[src/rtl/ring_tlg_pkg.sv]
package ring_tlg_pkg;

    localparam logic [7:0]  HDR_B0        = 8'hC5;
    localparam logic [7:0]  HDR_B1        = 8'h1A;
    localparam int          PAY_BYTES     = 8;
    localparam int          CRC_BYTES     = 4;
    localparam int          WORD_W        = 16;
    localparam int          WORDS_PER_TLG = PAY_BYTES * 8 / WORD_W;
    localparam int          CW_RD         = 0;
    localparam int          CW_WR         = 1;
    localparam int          CW_MODE_LO    = 2;
    localparam int          CW_SYNC       = 7;
    localparam int          ST_RETURN     = 7;
    localparam logic [3:0]  CNT_PAY_LAST  = 4'(PAY_BYTES);
    localparam logic [3:0]  CNT_CRC_LAST  = 4'(PAY_BYTES + CRC_BYTES);
    localparam logic [31:0] CRC_POLY_R    = 32'hEDB88320;

    typedef enum logic [3:0] {
        ST_IDLE, ST_HEADER, ST_ADDRESS, ST_CONTROL, ST_STATUS,
        ST_DATA, ST_NOTIFY, ST_TAIL, ST_ERROR
    } tlg_state_e;

    typedef enum logic [1:0] {K_FWD, K_INS_DATA, K_INS_CRC} slot_kind_e;

    typedef struct packed {
        slot_kind_e  kind;
        logic [2:0]  idx;
    } slot_t;

    function automatic logic [31:0] crc32_step(input logic [31:0] c, input logic [7:0] b);
        logic [31:0] r;
        r = c ^ {24'h0, b};
        for (int i = 0; i < 8; i++) begin
            r = r[0] ? ((r >> 1) ^ CRC_POLY_R) : (r >> 1);
        end
        return r;
    endfunction

endpackage

[src/rtl/tlg_rx_fifo.sv]
module tlg_rx_fifo
    import ring_tlg_pkg::*;
#(
    parameter int DEPTH = 16,
    parameter int WIDTH = WORD_W
) (
    input  logic                           clk,
    input  logic                           rst,
    input  logic                           push,
    input  logic [WIDTH-1:0]               wdata,
    input  logic                           pop,
    output logic [WIDTH-1:0]               rdata,
    output logic                           empty,
    output logic [$clog2(DEPTH+1)-1:0]     level
);
    localparam int AW = $clog2(DEPTH);
    localparam int CW = $clog2(DEPTH + 1);

    logic [WIDTH-1:0] mem [DEPTH];
    logic [AW-1:0]    wp, rp;
    logic             do_push, do_pop;

    assign do_push = push && (level != CW'(DEPTH));
    assign do_pop  = pop && (level != '0);
    assign rdata   = mem[rp];
    assign empty   = (level == '0);

    always_ff @(posedge clk) begin
        if (do_push) mem[wp] <= wdata;
    end

    always_ff @(posedge clk) begin
        if (rst) begin
            wp    <= '0;
            rp    <= '0;
            level <= '0;
        end else begin
            if (do_push) wp <= (wp == AW'(DEPTH - 1)) ? '0 : wp + AW'(1);
            if (do_pop)  rp <= (rp == AW'(DEPTH - 1)) ? '0 : rp + AW'(1);
            case ({do_push, do_pop})
                2'b10:   level <= level + CW'(1);
                2'b01:   level <= level - CW'(1);
                default: level <= level;
            endcase
        end
    end

    assert_no_overflow_R10: assert property (@(posedge clk) disable iff (rst)
        push |-> (level != CW'(DEPTH)));

    assert_level_bound_R12: assert property (@(posedge clk) disable iff (rst)
        level <= CW'(DEPTH));

endmodule

[src/rtl/tlg_splice.sv]
module tlg_splice
    import ring_tlg_pkg::*;
(
    input  logic        clk,
    input  logic        rst,
    input  logic        in_valid,
    input  logic [7:0]  in_data,
    input  slot_t       slot,
    input  logic        load_src,
    input  logic        src_sync,
    input  logic [63:0] ret_data,
    input  logic [63:0] sync_time,
    output logic        out_valid,
    output logic [7:0]  out_data
);
    logic [63:0] src_q;
    logic [31:0] tx_crc;
    logic [31:0] tx_fin;
    logic [7:0]  src_byte;

    assign tx_fin   = ~tx_crc;
    assign src_byte = src_q[{slot.idx, 3'b000} +: 8];

    always_ff @(posedge clk) begin
        if (rst) begin
            out_valid <= 1'b0;
            out_data  <= '0;
            src_q     <= '0;
            tx_crc    <= '1;
        end else begin
            out_valid <= in_valid;
            if (load_src) begin
                src_q  <= src_sync ? sync_time : ret_data;
                tx_crc <= '1;
            end
            case (slot.kind)
                K_INS_DATA: begin
                    out_data <= src_byte;
                    tx_crc   <= crc32_step(tx_crc, src_byte);
                end
                K_INS_CRC: out_data <= tx_fin[{slot.idx[1:0], 3'b000} +: 8];
                default:   out_data <= in_data;
            endcase
        end
    end

endmodule

[src/rtl/tlg_fsm.sv]
module tlg_fsm
    import ring_tlg_pkg::*;
(
    input  logic              clk,
    input  logic              rst,
    input  logic [7:0]        node_addr,
    input  logic              in_valid,
    input  logic [7:0]        in_data,
    input  logic              fifo_room,
    output slot_t             slot,
    output logic              load_src,
    output logic              src_sync,
    output logic              fifo_push,
    output logic [WORD_W-1:0] fifo_wdata,
    output logic              sync_wr,
    output logic [63:0]       sync_data,
    output logic              rcf,
    output logic [1:0]        cmd_mode
);
    tlg_state_e  st;
    logic [3:0]  cnt;
    logic        hit_q, rd_q, wr_q, sync_q, act_rd, act_wr, crc_ok;
    logic [63:0] rx_buf;
    logic [31:0] rx_crc, rx_fin;
    logic [1:0]  mode_q;
    logic [2:0]  d_idx, c_idx;
    logic        in_pay, in_crc, crc_byte_ok, last_notify;

    assign d_idx       = 3'(cnt - 4'd1);
    assign c_idx       = 3'(cnt - CNT_PAY_LAST - 4'd1);
    assign in_pay      = (st == ST_DATA) && (cnt >= 4'd1) && (cnt <= CNT_PAY_LAST);
    assign in_crc      = (st == ST_DATA) && (cnt > CNT_PAY_LAST);
    assign rx_fin      = ~rx_crc;
    assign crc_byte_ok = (in_data == rx_fin[{c_idx[1:0], 3'b000} +: 8]);
    assign last_notify = (st == ST_NOTIFY) && (sync_q || cnt[1:0] == 2'(WORDS_PER_TLG - 1));

    always_comb begin
        slot = '{kind: K_FWD, idx: 3'd0};
        if (in_valid && act_wr && in_pay)      slot = '{kind: K_INS_DATA, idx: d_idx};
        else if (in_valid && act_wr && in_crc) slot = '{kind: K_INS_CRC, idx: c_idx};
    end

    assign load_src   = (st == ST_STATUS) && in_valid;
    assign src_sync   = sync_q;
    assign fifo_push  = (st == ST_NOTIFY) && !sync_q;
    assign fifo_wdata = rx_buf[{cnt[1:0], 4'b0000} +: WORD_W];
    assign sync_wr    = (st == ST_NOTIFY) && sync_q;
    assign sync_data  = rx_buf;
    assign rcf        = last_notify;
    assign cmd_mode   = mode_q;

    always_ff @(posedge clk) begin
        if (rst) begin
            st     <= ST_IDLE;
            cnt    <= '0;
            hit_q  <= 1'b0;
            rd_q   <= 1'b0;
            wr_q   <= 1'b0;
            sync_q <= 1'b0;
            act_rd <= 1'b0;
            act_wr <= 1'b0;
            crc_ok <= 1'b0;
            rx_buf <= '0;
            rx_crc <= '1;
            mode_q <= '0;
        end else begin
            case (st)
                ST_IDLE: if (in_valid) st <= (in_data == HDR_B0) ? ST_HEADER : ST_ERROR;
                ST_HEADER: begin
                    if (!in_valid) st <= ST_IDLE;
                    else           st <= (in_data == HDR_B1) ? ST_ADDRESS : ST_ERROR;
                end
                ST_ADDRESS: begin
                    if (!in_valid) st <= ST_IDLE;
                    else begin
                        hit_q <= (in_data == node_addr);
                        st    <= ST_CONTROL;
                    end
                end
                ST_CONTROL: begin
                    if (!in_valid) st <= ST_IDLE;
                    else begin
                        rd_q   <= in_data[CW_RD];
                        wr_q   <= in_data[CW_WR];
                        sync_q <= in_data[CW_SYNC];
                        if (hit_q) mode_q <= in_data[CW_MODE_LO +: 2];
                        st <= ST_STATUS;
                    end
                end
                ST_STATUS: begin
                    if (!in_valid) st <= ST_IDLE;
                    else begin
                        act_rd <= hit_q && rd_q && !in_data[ST_RETURN];
                        act_wr <= hit_q && wr_q && !in_data[ST_RETURN];
                        crc_ok <= 1'b1;
                        rx_crc <= '1;
                        cnt    <= '0;
                        st     <= ST_DATA;
                    end
                end
                ST_DATA: begin
                    if (!in_valid) begin
                        st     <= ST_IDLE;
                        act_wr <= 1'b0;
                    end else begin
                        cnt <= cnt + 4'd1;
                        if (in_pay) begin
                            rx_buf[{d_idx, 3'b000} +: 8] <= in_data;
                            rx_crc <= crc32_step(rx_crc, in_data);
                        end
                        if (in_crc) crc_ok <= crc_ok && crc_byte_ok;
                        if (cnt == CNT_CRC_LAST) begin
                            cnt    <= '0;
                            act_wr <= 1'b0;
                            if (act_rd && crc_ok && crc_byte_ok && (sync_q || fifo_room))
                                st <= ST_NOTIFY;
                            else if (act_rd)
                                st <= ST_ERROR;
                            else
                                st <= ST_TAIL;
                        end
                    end
                end
                ST_NOTIFY: begin
                    if (last_notify) begin
                        cnt <= '0;
                        st  <= in_valid ? ST_TAIL : ST_IDLE;
                    end else begin
                        cnt <= cnt + 4'd1;
                    end
                end
                default: if (!in_valid) st <= ST_IDLE;
            endcase
        end
    end

    assert_notify_gated_R5: assert property (@(posedge clk) disable iff (rst)
        (st == ST_NOTIFY) |-> (act_rd && crc_ok));

    assert_rcf_single_R6: assert property (@(posedge clk) disable iff (rst)
        rcf |=> !rcf);

    assert_sync_exclusive_R7: assert property (@(posedge clk) disable iff (rst)
        sync_wr |-> !fifo_push);

    assert_mode_stable_R3: assert property (@(posedge clk) disable iff (rst)
        (st != ST_CONTROL) |=> $stable(mode_q));

endmodule

[src/rtl/ring_telegram_node.sv]
module ring_telegram_node
    import ring_tlg_pkg::*;
#(
    parameter int FIFO_DEPTH = 16
) (
    input  logic              clk,
    input  logic              rst,
    input  logic [7:0]        node_addr,
    input  logic              in_valid,
    input  logic [7:0]        in_data,
    output logic              out_valid,
    output logic [7:0]        out_data,
    input  logic [63:0]       ret_data,
    input  logic [63:0]       sync_time,
    output logic [1:0]        cmd_mode,
    output logic              rcf_pulse,
    output logic              sync_wr,
    output logic [63:0]       sync_data,
    input  logic              rxf_pop,
    output logic [WORD_W-1:0] rxf_data,
    output logic              rxf_empty
);
    localparam int LW = $clog2(FIFO_DEPTH + 1);

    slot_t             slot;
    logic              load_src, src_sync, fifo_push, fifo_room;
    logic [WORD_W-1:0] fifo_wdata;
    logic [LW-1:0]     fifo_level;

    assign fifo_room = (LW'(FIFO_DEPTH) - fifo_level) >= LW'(WORDS_PER_TLG);

    tlg_fsm u_fsm (
        .clk        (clk),
        .rst        (rst),
        .node_addr  (node_addr),
        .in_valid   (in_valid),
        .in_data    (in_data),
        .fifo_room  (fifo_room),
        .slot       (slot),
        .load_src   (load_src),
        .src_sync   (src_sync),
        .fifo_push  (fifo_push),
        .fifo_wdata (fifo_wdata),
        .sync_wr    (sync_wr),
        .sync_data  (sync_data),
        .rcf        (rcf_pulse),
        .cmd_mode   (cmd_mode)
    );

    tlg_splice u_splice (
        .clk       (clk),
        .rst       (rst),
        .in_valid  (in_valid),
        .in_data   (in_data),
        .slot      (slot),
        .load_src  (load_src),
        .src_sync  (src_sync),
        .ret_data  (ret_data),
        .sync_time (sync_time),
        .out_valid (out_valid),
        .out_data  (out_data)
    );

    tlg_rx_fifo #(.DEPTH(FIFO_DEPTH), .WIDTH(WORD_W)) u_fifo (
        .clk   (clk),
        .rst   (rst),
        .push  (fifo_push),
        .wdata (fifo_wdata),
        .pop   (rxf_pop),
        .rdata (rxf_data),
        .empty (rxf_empty),
        .level (fifo_level)
    );

endmodule

[config.mk]
export PLATFORM = sky130hd
export DESIGN_NAME = ring_telegram_node
export DESIGN_NICKNAME = d
export VERILOG_FILES = /design/src/rtl/ring_tlg_pkg.sv /design/src/rtl/tlg_rx_fifo.sv /design/src/rtl/tlg_splice.sv /design/src/rtl/tlg_fsm.sv /design/src/rtl/ring_telegram_node.sv
export SDC_FILE = /design/constraint.sdc
export NUM_CORES = 1
export LEC_CHECK = 0
export CAP_MARGIN = 20
export CORE_MARGIN = 2
export CORE_UTILIZATION = 60
export DETAILED_ROUTE_END_ITERATION = 8
export DONT_BUFFER_PORTS = 1
export PLACE_DENSITY = 0.87
export SYNTH_ARGS = -nofsm -noshare
export SYNTH_HDL_FRONTEND = slang
export SYNTH_HIERARCHICAL = 1
export SYNTH_SLANG_ARGS = --single-unit
[constraint.sdc]
create_clock -name clk -period 9.2 [get_ports clk]
set_clock_uncertainty 0.05 [all_clocks]
set_input_delay 0.92 -clock clk [delete_from_list [all_inputs] [get_ports clk]]
set_output_delay 0.92 -clock clk [all_outputs]
set_load 0.01 [all_outputs]
==> flow_summary.ini, run 1 <==
[finish]
final_core_utilization_pct = 66.05
regArea_sq_um = 12400
nNetsFinal = 1907
layout_common_cells = edfxtp_1, dfxtp_1, nor2_1, mux2i_1, nand2_1
nFillCells = 2675
multi_input_area_sq_um = 10050
final_common_cell = edfxtp_1
layout-area-overhead-vs-synth_pct = 8.035
drive_gt1_share_pct = 14.25

[clocking]
htreeDepth = 2
cts_post_setup_buffers_inserted = 0
path_clk_slew_ns = 0.06
holdBufCountCts = 0
worstSkewPairLatency_ns = 0.61
cts-buffers-inserted = 49
cts-root-buf = clkbuf_16
cts_tree = built
cts_buffer_depth = 3
post_cts_resize_count = 0
cts_sinks = 491

[critical_path]
crit_path_end_kind = flip-flop
crit_end = u_splice/tx_crc[18]
crit_arrival_ns = 5.38
worstRegToRegCells = 10
crit_path_start_kind = flip-flop
critPathLaunch = u_fsm/st[0]
rr_startpoint = u_fsm/st[0]
critPathKind = reg -> reg
cp.required_ns = 9.67
r2r_setup_slack_ns = 4.29
path_max_fanout = 35
rr_endpoint = u_splice/tx_crc[18]

[timing]
hold_violations = 0
rsz0062_at_grt = false
drv_slew = 0
max_freq_mhz = 203.6
setup_violations = 0
fin_crit_sh_pct = 53.39
holdWs_ns = 0.3326
slew_headroom_pct = 21.82
tightest_slew_ns = 1.173
finalCriticalPeriod_ns = 4.912
finalSetupTns_ns = 0

[drt]
vias = 15050
wl_per_cell_um = 27.46
antenna_left = 0
drc_errors = 0
viasPerCell = 6.552
drtPass1Iterations = 5
wirelength_um = 63070
dr.first_iter.drc_count = 1526

[grt]
grt_max_degree = 195
overflow = 0
grt_pass1_wl_um = 92390
antenna_found_initial = 4
grt_use_total_pct = 30.68
grt_pass1_vias = 15110

[die]
pin_count = 242
design.die.area_sq_um = 40150
chipWidth_um = 200.4
start_util_pct = 61.14
rows = 71
die_y_um = 200.4
core_sq_um = 37840

[power_and_ir_drop]
powerDensity_nw_per_um2 = 176.2
total_power_mw = 4.404
peakVddDrop_v = 0.0001544
leakage_nw = 7.382

[logic_synthesis]
avgSynthCellArea_sq_um = 12.87
ys.flop_type = edfxtp_1
yosys-top-cells-area = edfxtp_1, dfxtp_1, mux4_2
synth_top_area_share_pct = 33.22
synth_edf_count = 256
synth_area_sq_um = 23140
ys_types = 82
ys_seq_area_share_pct = 53.56
ys_ff_latch = 491
synth_nets = 1964
synthCells = 1798
yosysTopAreaCell = edfxtp_1
synthArstFlopShare_pct = 0
yosys_warnings = 6

[outcome]
status = finished clean

[place]
hpwlAfterDp_um = 41050
port_buffers = 0
place.gp.congestion = 0.9066

[flow_run]
drv_cap = 0

[hold_path]
worstHoldPathType = in -> reg
-- metrics by stage --
stage	cells	cell area, sq um	worst slack [ns]
2_1_floorplan	1798	23140	4.344
3_3_place_gp	2195	23260	4.397
3_5_place_dp	2195	23260	4.339
4_1_cts	2287	24880	4.300
5_1_grt	2297	25000	3.971
6_report	2297	25000	4.288
-- layout make-up --
type	instances	share of cell area, %
inverter	18	0.2853
antenna	4	0.04004
multi-input combinational	1162	40.22
clock inverter	29	1.221
tap	511	2.558
clock buffer	63	5.236
timing repair buffer	19	0.8309
sequential	491	49.61
-- report_power, final --
part           leakage [nW]  internal [mW]  switching [mW]  total (mW)
Combinational          2.94         0.0491          0.0562       0.105
Clock                 0.782           1.13           0.875        2.01
Sequential             3.66           2.28         0.00644        2.29
Total                  7.38           3.47           0.938        4.40
-- worst max-delay path, cell delays in order, from the launching register on --
cell and delay, ns:
dfxtp_1 0.61, and4bb_2 0.57, nand4_1 0.38, nor2_4 0.90
mux2i_1 0.19, mux4_2 0.56, xor2_4 0.37, xnor2_4 0.20
xnor3_2 0.49, xnor3_1 0.33, a21oi_1 0.14
-- routing by layer --
metal | wire length [um] | part of all wire [%] | track usage [%]
met1 | 22260 | 35 | 35.08
met2 | 32800 | 52 | 54.66
met3 | 4892 | 7.8 | 6.004
met4 | 3116 | 4.9 | 15.98
met5 | 0 | 0 | 0
-- cell usage after synthesis (5+ instances only) --
master and instances:
o22ai_1 29, xor2_1 48, buf_6 12, mux2i_1 134, nor2_1 191, buf_2 19, xnor2_2 11, or2_2 23
clkbuf_1 68, nand2b_1 11, o21ai_0 22, mux4_1 30, dfxtp_1 235, nor2b_1 18, and3_1 11, nand3_1 40
ha_1 18, nand2_1 106, nor3b_1 5, edfxtp_1 256, buf_1 15, a21oi_1 79, and2_1 12, xnor3_1 9
a211oi_1 68, xnor2_1 79, buf_4 9, mux4_2 80, inv_1 16, nor3_1 22, or3_1 5, mux2_2 11
-- worst min path at each step --
stage / start / to / cells past startpoint
after CTS: rst / u_fsm/cnt[0] / 1
after floorplan: u_fsm/act_rd / u_fsm/act_rd / 2
after global placement: u_fsm/act_rd / u_fsm/act_rd / 2
after global routing: rst / u_fsm/cnt[1] / 1
final: rst / u_fsm/cnt[0] / 1
after detailed placement: u_splice/src_q[4] / u_splice/src_q[4] / 2
-- flip-flops by register name (all words and copies together), names as in the netlist, 4 cells and up, named ones only --
signal	cells
u_splice/out_data	8
u_fifo/wp	4
u_splice/tx_crc	32
u_fsm/sync_data	64
u_fsm/st	4
u_fsm/rx_crc	32
u_fifo/level	5
u_splice/src_q	64
u_fsm/cnt	4
u_fifo/rp	4
u_fifo/mem	256
-- cells by family (layout without fill, tap and decap cells) --
group | Yosys count | count (layout) | share of synthesized area, %
buffers and inverters | 145 | 129 | 3.098
and+or+nand+nor | 483 | 483 | 10.07
adders and majority gates | 18 | 18 | 0.9734
AOI/OAI and AO/OA | 243 | 243 | 6.754
other | 0 | 4 | 0
xor gates and xnor gates | 161 | 161 | 7.927
muxes | 257 | 257 | 17.62
DFF | 491 | 491 | 53.56
Power figures use the tool's default switching activity.
==> inputs of run 2 (changes only) <==
clock period = 4.95 ns   (was 9.2 ns; I/O delays follow)
==> run 2 against run 1 <==
  * Cell area grew 0.43%
  * Power up 84%
  * Global-route usage increased by 0.35 points
  * Via count rose by 1.0%
  * Register-to-register slack worse by 4.0 ns
  * Hold slack lost 0.30 ns
  * Core utilization grew 0.28 points
  * Non-clock buffer count grew 17
  * Critical path type unchanged
  * Largest cell class unchanged
  * Largest power group unchanged
  * Highest routed layer unchanged
==> flow_summary.ini, run 2 (synthesis gave the netlist of run 1 again) <==
[outcome]
status = finished clean

[timing]
finalCriticalPeriod_ns = 4.635
tightest_slew_ns = 1.161
drv_slew = 0
finalSetupTns_ns = 0
setup_ws_ns = 0.3155
setup_violations = 0
fin_crit_sh_pct = 93.63
max_freq_mhz = 215.8
hold_violations = 0
holdWs_ns = 0.02829
rsz0062_at_grt = false
slew_headroom_pct = 22.50

[drt]
wl_per_cell_um = 27.47
viasPerCell = 6.586
drtPass1Iterations = 6
vias = 15210
antenna_left = 0
drc_errors = 0
dr.first_iter.drc_count = 1595
wirelength_um = 63420

[clocking]
cts_sinks = 491
cts_buffer_depth = 3
cts-root-buf = clkbuf_16
path_clk_slew_ns = 0.06
cts_tree = built
cts-buffers-inserted = 48
htreeDepth = 2
cts_post_setup_buffers_inserted = 0
worstSkewPairLatency_ns = 0.61

[die]
design.die.area_sq_um = 40150
start_util_pct = 61.14
chipWidth_um = 200.4
rows = 71
pin_count = 242
die_y_um = 200.4
core_sq_um = 37840

[hold_path]
worstHoldPathType = in -> reg

[finish]
nFillCells = 2635
layout_common_cells = edfxtp_1, dfxtp_1, nor2_1, mux2i_1, nand2_1
nNetsFinal = 1923
stdcell_count = 2309
regMostFlops = u_fifo/mem
final_common_cell = edfxtp_1
layout-area-overhead-vs-synth_pct = 8.500
largest_reg_flops = 256
drive_gt1_share_pct = 14.26
final_area_sq_um = 25110

[grt]
grt_pass1_vias = 14890
grt_use_total_pct = 31.04
grt_pass1_wl_um = 93180
antenna_found_initial = 2
grt_max_degree = 172
overflow = 0

[critical_path]
critPathKind = reg -> reg
crit_path_end_kind = flip-flop
path_max_fanout = 19
crit_path_start_kind = flip-flop
crit_arrival_ns = 4.99
cp.required_ns = 5.31

[power_and_ir_drop]
combPwrFrac_pct = 3.0
clkPwrFrac_pct = 44.6
peakVddDrop_v = 0.0003020
intPower_mw = 6.356
leakage_nw = 7.700
power_switching_mw = 1.759
p_sw_share_pct = 21.68
power_frac_seq_pct = 52.4
powerDensity_nw_per_um2 = 323.3

[place]
hpwlAfterDp_um = 40050
place_ws_ns = 0.4263
place_area_sq_um = 23310
port_buffers = 0
dpl.cell_count = 2201
place.gp.congestion = 0.9396

[flow_run]
drv_cap = 0
run 2: layout make-up:
class	count	area, sq um	share of cell area [%]
flip-flops and latches	491	12400	49.40
multi-input cells	1162	10050	40.04
clock buffers	64	1291	5.143
well taps	511	639.4	2.547
repair buffers	36	385.4	1.535
clock inverters	24	255.2	1.017
inverters	18	71.32	0.2841
diodes	3	7.507	0.02990
run 2: worst max-delay path, cell delays in order, from the launching register on:
cell and delay (ns):
dfxtp_1 0.62, and4bb_2 0.58, nand4_1 0.38, nor2_4 0.54
buf_4 0.31, nand2b_1 0.15, o22ai_1 0.07, nor3_1 0.58
xnor3_2 0.55, xor2_1 0.34, xnor2_1 0.17, a21oi_1 0.10
run 2: through the flow:
| step | util, % | power (mW) |
|---|---|---|
| 6_report | 66.34 | 8.115 |
| 5_1_grt | 66.33 | 8.305 |
| 4_1_cts | 66.04 | 8.139 |
| 3_5_place_dp | 61.59 | 4.534 |
| 3_3_place_gp | 61.59 | 4.530 |
| 2_1_floorplan | - | 4.528 |
run 2: worst paths after layout:
check                from                   to  slack, ns  cells past startpoint
min reg2reg  u_fsm/act_rd         u_fsm/act_rd       0.43                      2
max           u_fsm/st[0]  u_splice/tx_crc[20]       0.32                     11
max reg2reg   u_fsm/st[0]  u_splice/tx_crc[20]       0.32                     11
min            in_data[3]   u_fsm/sync_data[3]       0.03                      2
run 2: power by group through the flow:
stage | combinational (mW) | clock [mW] | sequential (mW)
after floorplan | 0.188 | 0 | 4.34
after detailed placement | 0.191 | 0 | 4.34
after global routing | 0.253 | 3.80 | 4.25
after global placement | 0.187 | 0 | 4.34
final | 0.241 | 3.62 | 4.25
after CTS | 0.234 | 3.65 | 4.25
run 2: metal layers:
metal  vias up  share of wire, %  global-route usage, %
li1       6615                 -                      -
met3       186               9.2                  6.996
met4         0               4.7                  13.92
met1      7472                35                  36.29
met2       933                51                  54.75
met5         -                 0                      0
run 2: timing repair:
item                      CTS  global route
hold buffers               12             0
resized for setup           0             0
hold endpoints to repair  175             0
